`src/rtl/dfe_pkg.sv`:
```
package dfe_pkg;
    // Number of post-cursor feedback taps; each tap has its own precision.
    localparam int DFE_TAPS = 4;
endpackage

```
`src/rtl/dfe_isi_sum.sv`:
```
module dfe_isi_sum #(
    parameter int NT   = 4,
    parameter int WW   = 6,
    parameter int SUMW = 8
) (
    input  logic [NT-1:0][WW-1:0] taps_i,
    input  logic [NT-1:0]         hist_neg_i,
    output logic signed [SUMW-1:0] isi_o
);
    logic signed [SUMW-1:0] term [NT];

    // Each term is +w or -w depending on the past decision's sign.
    for (genvar g = 0; g < NT; g++) begin : g_term
        logic signed [SUMW-1:0] w_ext;
        assign w_ext   = SUMW'($signed(taps_i[g]));
        assign term[g] = hist_neg_i[g] ? -w_ext : w_ext;
    end

    always_comb begin
        isi_o = '0;
        for (int i = 0; i < NT; i++) begin
            isi_o = isi_o + term[i];
        end
    end
endmodule

```
`src/rtl/dfe_slicer.sv`:
```
module dfe_slicer #(
    parameter int SW   = 8,
    parameter int ISIW = 8,
    parameter int ZW   = 9,
    parameter int DVW  = 8
) (
    input  logic signed [SW-1:0]   samp_i,
    input  logic signed [ISIW-1:0] isi_i,
    input  logic [DVW-1:0]         dlev_i,
    output logic signed [ZW-1:0]   z_o,
    output logic                   dec_o,
    output logic                   err_neg_o
);
    localparam int EW = ((ZW > DVW) ? ZW : DVW) + 1;

    logic signed [EW-1:0] lvl;
    logic signed [EW-1:0] err;

    always_comb begin
        z_o       = ZW'(samp_i) - ZW'(isi_i);
        dec_o     = ~z_o[ZW-1];
        // Level is non-negative, so its top bit is always clear.
        lvl       = EW'($signed(dlev_i));
        err       = EW'(z_o) - (dec_o ? lvl : -lvl);
        err_neg_o = err[EW-1];
    end
endmodule

```
`src/rtl/dfe_weight_next.sv`:
```
module dfe_weight_next #(
    parameter int W  = 6,
    parameter int LO = 0,
    parameter int HI = 31
) (
    input  logic signed [W-1:0] cur_i,
    input  logic                step_en_i,
    input  logic                up_i,
    input  logic                ld_en_i,
    input  logic signed [W-1:0] ld_val_i,
    output logic signed [W-1:0] nxt_o
);
    localparam logic signed [W-1:0] LO_V = W'(LO);
    localparam logic signed [W-1:0] HI_V = W'(HI);

    always_comb begin
        nxt_o = cur_i;
        if (ld_en_i) begin
            if (ld_val_i < LO_V)      nxt_o = LO_V;
            else if (ld_val_i > HI_V) nxt_o = HI_V;
            else                      nxt_o = ld_val_i;
        end else if (step_en_i) begin
            if (up_i && (cur_i < HI_V))       nxt_o = cur_i + 1'b1;
            else if (!up_i && (cur_i > LO_V)) nxt_o = cur_i - 1'b1;
        end
    end
endmodule

```
`src/rtl/dfe_adapt_top.sv`:
```
module dfe_adapt_top #(
    parameter int SW        = 8,
    parameter int MAG1      = 5,
    parameter int MAG2      = 4,
    parameter int MAG34     = 3,
    parameter int DLW       = 7,
    parameter int DLEV_INIT = 32,
    localparam int T2W  = MAG2 + 1,
    localparam int T34W = MAG34 + 1,
    localparam int WW   = MAG1 + 1,
    localparam int ISIW = WW + 2,
    localparam int ZW   = ((SW > ISIW) ? SW : ISIW) + 1
) (
    input  logic                   clk_i,
    input  logic                   rst_ni,
    input  logic signed [SW-1:0]   samp_i,
    input  logic                   samp_vld_i,
    input  logic                   adapt_en_i,
    input  logic                   load_i,
    input  logic [MAG1-1:0]        ld_tap1_i,
    input  logic signed [T2W-1:0]  ld_tap2_i,
    input  logic signed [T34W-1:0] ld_tap3_i,
    input  logic signed [T34W-1:0] ld_tap4_i,
    input  logic [DLW-1:0]         ld_dlev_i,
    output logic                   dec_o,
    output logic signed [ZW-1:0]   eq_o,
    output logic                   err_neg_o,
    output logic                   vld_o,
    output logic [MAG1-1:0]        tap1_o,
    output logic signed [T2W-1:0]  tap2_o,
    output logic signed [T34W-1:0] tap3_o,
    output logic signed [T34W-1:0] tap4_o,
    output logic [DLW-1:0]         dlev_o
);
    import dfe_pkg::*;

    localparam int NT  = DFE_TAPS;
    localparam int DVW = DLW + 1;

    typedef struct packed {
        logic                  vld;
        logic                  dec;
        logic                  err_neg;
        logic signed [ZW-1:0]  eq;
        logic [NT-1:0]         hist_neg;
        logic [NT-1:0][WW-1:0] taps;
        logic [DVW-1:0]        dlev;
    } dfe_state_t;

    dfe_state_t s_d, s_q;

    function automatic int tap_hi(int idx);
        case (idx)
            0:       return 2**MAG1 - 1;
            1:       return 2**MAG2 - 1;
            default: return 2**MAG34 - 1;
        endcase
    endfunction

    function automatic int tap_lo(int idx);
        return (idx == 0) ? 0 : -tap_hi(idx);
    endfunction

    // Preload values widened to the common storage width.
    logic [NT-1:0][WW-1:0] ld_vals;
    assign ld_vals[0] = {1'b0, ld_tap1_i};
    assign ld_vals[1] = WW'(ld_tap2_i);
    assign ld_vals[2] = WW'(ld_tap3_i);
    assign ld_vals[3] = WW'(ld_tap4_i);

    logic signed [ISIW-1:0] isi;
    logic signed [ZW-1:0]   z;
    logic                   dec_new;
    logic                   err_new;
    logic                   step_en;
    logic                   ld_en;
    logic [NT-1:0][WW-1:0]  taps_nxt;
    logic signed [DVW-1:0]  dlev_nxt;

    assign step_en = samp_vld_i & adapt_en_i;
    assign ld_en   = load_i & ~adapt_en_i;

    dfe_isi_sum #(.NT(NT), .WW(WW), .SUMW(ISIW)) u_isi (
        .taps_i     (s_q.taps),
        .hist_neg_i (s_q.hist_neg),
        .isi_o      (isi)
    );

    dfe_slicer #(.SW(SW), .ISIW(ISIW), .ZW(ZW), .DVW(DVW)) u_slicer (
        .samp_i    (samp_i),
        .isi_i     (isi),
        .dlev_i    (s_q.dlev),
        .z_o       (z),
        .dec_o     (dec_new),
        .err_neg_o (err_new)
    );

    // Tap i pairs with decision d(k-1-i): step up when error and decision signs agree.
    for (genvar i = 0; i < NT; i++) begin : g_tap
        dfe_weight_next #(.W(WW), .LO(tap_lo(i)), .HI(tap_hi(i))) u_w (
            .cur_i     (s_q.taps[i]),
            .step_en_i (step_en),
            .up_i      (~(err_new ^ s_q.hist_neg[i])),
            .ld_en_i   (ld_en),
            .ld_val_i  (ld_vals[i]),
            .nxt_o     (taps_nxt[i])
        );
    end

    dfe_weight_next #(.W(DVW), .LO(0), .HI(2**DLW - 1)) u_lvl (
        .cur_i     (s_q.dlev),
        .step_en_i (step_en),
        .up_i      (~(err_new ^ ~dec_new)),
        .ld_en_i   (ld_en),
        .ld_val_i  ({1'b0, ld_dlev_i}),
        .nxt_o     (dlev_nxt)
    );

    always_comb begin
        s_d      = s_q;
        s_d.taps = taps_nxt;
        s_d.dlev = dlev_nxt;
        s_d.vld  = samp_vld_i;
        if (samp_vld_i) begin
            s_d.dec      = dec_new;
            s_d.err_neg  = err_new;
            s_d.eq       = z;
            s_d.hist_neg = {s_q.hist_neg[NT-2:0], ~dec_new};
        end
    end

    always_ff @(posedge clk_i) begin
        if (!rst_ni) begin
            s_q      <= '0;
            s_q.dlev <= DVW'(DLEV_INIT);
        end else begin
            s_q <= s_d;
        end
    end

    assign vld_o     = s_q.vld;
    assign dec_o     = s_q.dec;
    assign eq_o      = s_q.eq;
    assign err_neg_o = s_q.err_neg;
    assign tap1_o    = s_q.taps[0][MAG1-1:0];
    assign tap2_o    = s_q.taps[1][T2W-1:0];
    assign tap3_o    = s_q.taps[2][T34W-1:0];
    assign tap4_o    = s_q.taps[3][T34W-1:0];
    assign dlev_o    = s_q.dlev[DLW-1:0];
endmodule

```
`config.mk`:
```
export PLATFORM = sky130hd
export DESIGN_NAME = dfe_adapt_top
export DESIGN_NICKNAME = d
export VERILOG_FILES = /design/src/rtl/dfe_pkg.sv /design/src/rtl/dfe_isi_sum.sv /design/src/rtl/dfe_slicer.sv /design/src/rtl/dfe_weight_next.sv /design/src/rtl/dfe_adapt_top.sv
export SDC_FILE = /design/constraint.sdc
export NUM_CORES = 1
export LEC_CHECK = 0
export BUFFER_PORTS_ARGS = -buffer_cell sky130_fd_sc_hd__buf_4
export CORE_MARGIN = 1.5
export CORE_UTILIZATION = 41
export CTS_BUF_LIST = sky130_fd_sc_hd__clkbuf_16
export CTS_CLUSTER_DIAMETER = 120
export DETAILED_ROUTE_END_ITERATION = 8
export PLACE_DENSITY = 0.58
export RECOVER_POWER = 25
export REMOVE_ABC_BUFFERS = 1
export SKIP_CTS_REPAIR_TIMING = 1
export SLEW_MARGIN = 20
export SYNTH_ARGS = -nofsm -noshare
export SYNTH_HDL_FRONTEND = slang
export SYNTH_SLANG_ARGS = --single-unit
```
`constraint.sdc`:
```
create_clock -name clk_i -period 11.4 [get_ports clk_i]
set_input_delay 2.28 -clock clk_i [delete_from_list [all_inputs] [get_ports clk_i]]
set_output_delay 2.28 -clock clk_i [all_outputs]
set_load 0.02 [all_outputs]
```
After elaboration in Yosys (flattened, before gate mapping). Cells that the tools add are included. W data, S select, Z words.

Output and inout port bits: 37. Bits of input ports: 38. Word-level logic and storage cells: 120. Register bits after elaboration: 48.

Multiplexer cells: 35. Bitwise operators: 14. $lt $le $gt $ge: 20. Reduce and logical (&&, ||, !) cells: 21. Add/sub/neg operators: 20.

Operators by type and width (count): $mux W6 (23); $mux W8 (9); $neg A6 Y8 (4); $add A6 B1 Y6 const B (4); $add A8 B8 Y8 (3); $sub A6 B1 Y6 const B (4); $reduce_bool A3 Y1 (5); $gt A6 B4 Y1 const B (2); $lt A6 B4 Y1 const B (2); $gt A5 B5 Y1 const B (2); $logic_and A1 B1 Y1 (10); $mux W10 (1); $neg A8 Y10 (1); $reduce_and A2 Y1 (5); $sub A9 B10 Y10 (1); $sub A8 B8 Y9 (1); $add A8 B1 Y8 const B (1); $gt A4 B4 Y1 const B (2); $gt A8 B1 Y1 const B (1); $lt A4 B4 Y1 const B (2); $lt A8 B8 Y1 const B (1); $sub A8 B1 Y8 const B (1); $gt A7 B7 Y1 const B (1); $lt A7 B1 Y1 const B (1); 12 further kinds (23).

Depth between registers and ports, before layout.
Depth in word-level cells: 14. Mapped depth: 42. Gate-level depth less buffers: 41.

By module. Synthesis repeated with hierarchy kept, for this count alone.

Cell total of the unflattened synthesis: 749. Area total of the unflattened synthesis: 6060.8 um2.

By module, submodules not included: dfe_adapt_top (cells each 162, area an instance 1804.2 um2, seq. area each 960.9 um2, instances 1); dfe_isi_sum (cells each 151, area an instance 1191.1 um2, seq. area each 0.0 um2, instances 1); dfe_slicer (cells each 96, area an instance 694.4 um2, seq. area each 0.0 um2, instances 1); dfe_weight_next at u_lvl (cells each 77, area an instance 536.8 um2, seq. area each 0.0 um2, instances 1); dfe_weight_next at g_tap[2].u_w (cells each 73, area an instance 523.0 um2, seq. area each 0.0 um2, instances 1); dfe_weight_next at g_tap[3].u_w (cells each 67, area an instance 479.2 um2, seq. area each 0.0 um2, instances 1); dfe_weight_next at g_tap[1].u_w (cells each 70, area an instance 471.7 um2, seq. area each 0.0 um2, instances 1); dfe_weight_next at g_tap[0].u_w (cells each 53, area an instance 360.3 um2, seq. area each 0.0 um2, instances 1).

Least setup slack after synthesis. Ideal clock, no wire load.

Kind: reg2reg. Start: register s_q (netlist bit tap3_o[0]). End: register s_q[13] in the netlist's numbering. Clock period less this slack: 8432 ps. Required time: 11285 ps. Cell stages (with the launch flop): 43. Arrival: 8317 ps. Setup time: 115 ps. Buffers on the path: 1. Setup slack: 2968 ps. Path through: dfxtp_1 > inv_1 > ha_1 > nand2_1 > o21ai_0 > fa_1 > inv_1 > fa_1 > inv_1 > ha_1 > inv_1 > fa_1 > inv_1 > a21oi_1 > o21bai_1 > a21o_1 > a21oi_1 > xnor2_1 > (+7 left out) > xor2_1 > ha_1 > a21o_1 > a221oi_1 > o21ai_2 > o211ai_1 > nand2_1 > xor2_1 > o21bai_1 > ha_1 > a21o_1 > a21oi_1 > o21bai_1 > a21oi_1 > nor2b_1 > mux2i_1 > and3_1 > o21a_1.

Cells in the longest elaborated chain, start to end: 13. Elaborated cells on any way between the ends: 16. Classes of those cells: add/sub (5); mux (5); bitwise (2); reduce/logical (4).

Ends and longest elaborated chain: start: declaration (line dfe_adapt_top.sv:50) `dfe_state_t s_d, s_q;`; $neg A6 Y8 (line dfe_isi_sum.sv:16) `assign term[g] = hist_neg_i[g] ? -w_ext : w_ext;`; $mux W8 (*) (line dfe_isi_sum.sv:16); $add A8 B8 Y8 (*) (2 in series) (line dfe_isi_sum.sv:22) `isi_o = isi_o + term[i];`; $sub A8 B8 Y9 (*) (line dfe_slicer.sv:20) `z_o = ZW'(samp_i) - ZW'(isi_i);`; $mux W10 (line dfe_slicer.sv:24) `err = EW'(z_o) - (dec_o ? lvl : -lvl);`; $sub A9 B10 Y10 (*) (line dfe_slicer.sv:24); $xor A1 B1 Y1 (*) (line dfe_adapt_top.sv:103) `.up_i (~(err_new ^ s_q.hist_neg[i])),`; $not A1 Y1 (line dfe_adapt_top.sv:103); $logic_and A1 B1 Y1 (line dfe_weight_next.sv:23) `if (up_i && (cur_i < HI_V)) nxt_o = cur_i + 1'b1;`; $mux W6 (line dfe_weight_next.sv:23); $mux W6 (line dfe_weight_next.sv:22) `end else if (step_en_i) begin`; $mux W6 (line dfe_weight_next.sv:18) `if (ld_en_i) begin`.

Mark *: on every way between the ends. The rest lies on a longest branch, timed or not. The select of a mux whose other input is x is not followed. A chain may end at the register's enable or synchronous reset.

Worst setup path after layout.
Start: register s_q (netlist bit tap4_o[0]). End: register s_q[13] in the netlist's numbering.

Cells in the longest elaborated chain, start to end: 12. Elaborated cells on any way between the ends: 15. Classes of those cells: add/sub (4); mux (5); bitwise (2); reduce/logical (4).

Ends and longest elaborated chain (line): $neg A6 Y8 (dfe_isi_sum.sv:16); $mux W8 (*) (dfe_isi_sum.sv:16); $add A8 B8 Y8 (*) (dfe_isi_sum.sv:22); $sub A8 B8 Y9 (*) (dfe_slicer.sv:20); $mux W10 (dfe_slicer.sv:24); $sub A9 B10 Y10 (*) (dfe_slicer.sv:24); $xor A1 B1 Y1 (*) (dfe_adapt_top.sv:103); $not A1 Y1 (dfe_adapt_top.sv:103); $logic_and A1 B1 Y1 (dfe_weight_next.sv:23); $mux W6 (dfe_weight_next.sv:23); $mux W6 (dfe_weight_next.sv:22); $mux W6 (dfe_weight_next.sv:18).

Marks and branches as above.

==> results by group <==
Floorplan
  – Die footprint: approximately 0.014 sq mm
  – Width of the die: between 100 and 150 um
  – Number of placed I/O pins: 75
  – Area of the placeable core: between 0.01 and 0.015 sq mm
  – Die H: 118 um
  – Placement Rows: between 40 and 50
  – Effective utilization at floorplan: 42.4%

Placed design
  – Final RePlAce weighted congestion: ~0.8
  – DP Cell Count: 852
  – Hpwl dp: around 10000 um
  – Port Buffer Count: between 70 and 80
  – Worst slack at placement: approximately 1900 ps

Synth
  – Post-synthesis area per instance: 8.23 sq um
  – Share of the yosys chip area belonging to registers: between 10% and 20%
  – Fraction of post-synthesis cell area in the top cell type by area: 17.4%
  – Number of cells produced by synthesis: 658
  – Leading cell type by number of instances after synthesis: ha_1
  – Number of enable-type register cells in the synthesized netlist: 0
  – Flip-flop and latch count after synthesis: 47
  – Mapped Area: ~0.0054 sq mm
  – Top cell types by occurrence after synthesis: ha_1, inv_1, nor2_1, a21oi_1
  – Top cells by area, synth: dfxtp_1, ha_1, xnor2_1, fa_1, mux2i_1
  – Synth cell types: 55
  – Share of synthesized flip-flops with an asynchronous set or reset: 0%
  – Synth area leader: dfxtp_1
  – Yosys warns: 0
  – Most used flip-flop cell after synthesis: dfxtp_1

CTS
  – Num CTS Buffers: 5
  – H-tree depth reported by CTS: 2
  – Clock sinks: 47
  – Maximum count of clock buffers along a single path: 2
  – TritonCTS clock tree: yes
  – Buffer cell driving the clock tree root: clkbuf_16
  – Worst skew pair latency: 300 ps
  – Clock slew at reported path FFs: roughly 70 ps

Global routing
  – Maximum number of pins on one net before global-route repair: 32
  – Remaining Overflow, GRT: 0
  – Number of global-route vias before repair: around 4400
  – Initial antenna violation count: 0
  – Global-route usage over all layers: roughly a fifth
  – Global-route wire length before repair: ~21000 um

Setup path
  – Reg-to-reg startpoint: tap4_o[0]$_SDFFE_PN0P_
  – Slowest stage delay, CP: around 580 ps
  – Start-to-end type of the worst setup path: register to register
  – Number of cells on the worst reg-to-reg path: just over 40
  – Crit path capture type: register
  – Slowest cell on the critical path: fa_1
  – Crit Path Max Fanout: 12
  – Register-to-register setup slack: around 1900 ps
  – Arrival time of data at the critical path endpoint: approximately 9700 ps
  – Data required time of the worst path: around 12000 ps
  – Terminus of the critical flop-to-flop path: s_q[13]$_SDFFE_PN0P_
  – Type of element launching the critical path: register

Timing
  – Setup tns final: 0 ps
  – Transition time at the pin with the least slew margin: 1310 ps
  – Clock skew: approximately 4 ps
  – Fin. max-slew vios: 0
  – Final clock period utilization by the worst path: 83.6%
  – Post-layout min period: around 9500 ps
  – Number of hold violations in the final report: 0
  – Relative slew slack: 12.6%
  – Setup repair after global routing missed its margin: no
  – Least setup slack across all paths after layout: ~1900 ps
  – Max Clk Rate: ~100 MHz
  – Number of setup violations in the final report: 0

Layout
  – Layout Nets: 810
  – Fraction of layout cells with a size suffix above 1: approximately a tenth
  – Number of inserted filler cells in the final layout: 1294
  – Synthesis-to-layout area growth: 9.49%
  – Register area: around 940 sq um
  – ANT cells: 0
  – Area used by multi-input combinational logic: 0.00393 sq mm
  – Final std cells w/o fill: ~860

Routing
  – WL per Instance: about 15 um
  – Detailed router's first-iteration violation count: about 160
  – Number of design rule violations left after detail routing: 0
  – Via density per instance: ~5.2
  – Vias: between 4000 and 5000
  – Wire length after detailed routing: 12800 um
  – DR pass1 iterations: 5
  – Antenna-violating nets left: 0

Hold path
  – Hold WC Path Type: register to register
  – Hold path start: eq_o[1]$_SDFFE_PN0P_
  – End point of the most critical hold path: eq_o[1]$_SDFFE_PN0P_
  – Worst hold path stage count: 2

Status
  – Run status: completed

Job
  – Max-capacitance violation count: 0
[stage by stage]
step	util [%]	instance area [sq um]	hold slack, ps
finish	46.4	5930	483
detailed placement	45.9	5870	478
floorplan	-	5080	514
global route	46.4	5930	510
global placement	45.9	5870	469
CTS	47.0	6000	485
[worst max-delay path, delay by kind of cell (launching register included)]
kind	cells	cell delay, ps
buf+inv	5	410
simple gates	6	1160
xor+xnor	4	870
compound gates	17	3550
fa+ha+maj	8	2810
flops	1	530
mux	1	90
[cell families after synthesis]
| group | synth area share (%) |
|---|---|
| AOI/OAI and AO/OA | 20.9 |
| and+or+nand+nor | 13.8 |
| buffers and inverters | 10.0 |
| adders and majority gates | 22.4 |
| xor gates and xnor gates | 9.70 |
| DFF | 17.4 |
| muxes | 5.73 |
[registers in the layout, indices dropped and copies added (netlist names)]
name,cells
tap4_o,4
vld_o,1
tap3_o,4
dlev_o,7
err_neg_o,1
dec_o,1
tap2_o,5
eq_o,8
s_q,11
tap1_o,5
[final cells by class]
| class | count | area share [%] |
|---|---|---|
| multi-input combinational | 502 | 66.3 |
| sequential | 47 | 15.9 |
| timing repair buffer | 76 | 8.48 |
| tap | 172 | 3.63 |
| inverter | 55 | 3.48 |
| clock buffer | 5 | 2.11 |
| clock inverter | 2 | 0.148 |
[routing by layer]
metal,GRT usage [%],vias up,share of wire [%]
met5,0,-,0
li1,-,2302,-
met4,6.25,0,1.9
met3,2.81,13,3.5
met2,32.5,83,48
met1,23.9,2105,47
[cell usage in the layout, fill, tap and decap left out, types with 15 or more instances in the layout]
master     n
ha_1      65
nand2_1   28
fa_1      20
dfxtp_1   47
nand3_1   16
xnor2_1   47
a21oi_1   52
o21ai_0   39
clkbuf_1  18
nor2_1    53
a21o_1    15
mux2i_1   31
inv_1     55
buf_4     58
[worst max path at each step]
stage                           end              startpoint  slack, ps
2_1_floorplan  s_q[13]$_SDFFE_PN0P_  tap4_o[0]$_SDFFE_PN0P_       2730
3_5_place_dp   s_q[13]$_SDFFE_PN0P_  tap4_o[0]$_SDFFE_PN0P_       1880
3_3_place_gp   s_q[13]$_SDFFE_PN0P_  tap4_o[0]$_SDFFE_PN0P_       2160
5_1_grt        s_q[13]$_SDFFE_PN0P_  tap3_o[0]$_SDFFE_PN0P_       1130
6_report       s_q[13]$_SDFFE_PN0P_  tap4_o[0]$_SDFFE_PN0P_       1860
4_1_cts        s_q[13]$_SDFFE_PN0P_  tap4_o[0]$_SDFFE_PN0P_       1880
Power is not shown: default switching activity piles up to over one toggle a cycle in this logic, so the estimate is an artifact.
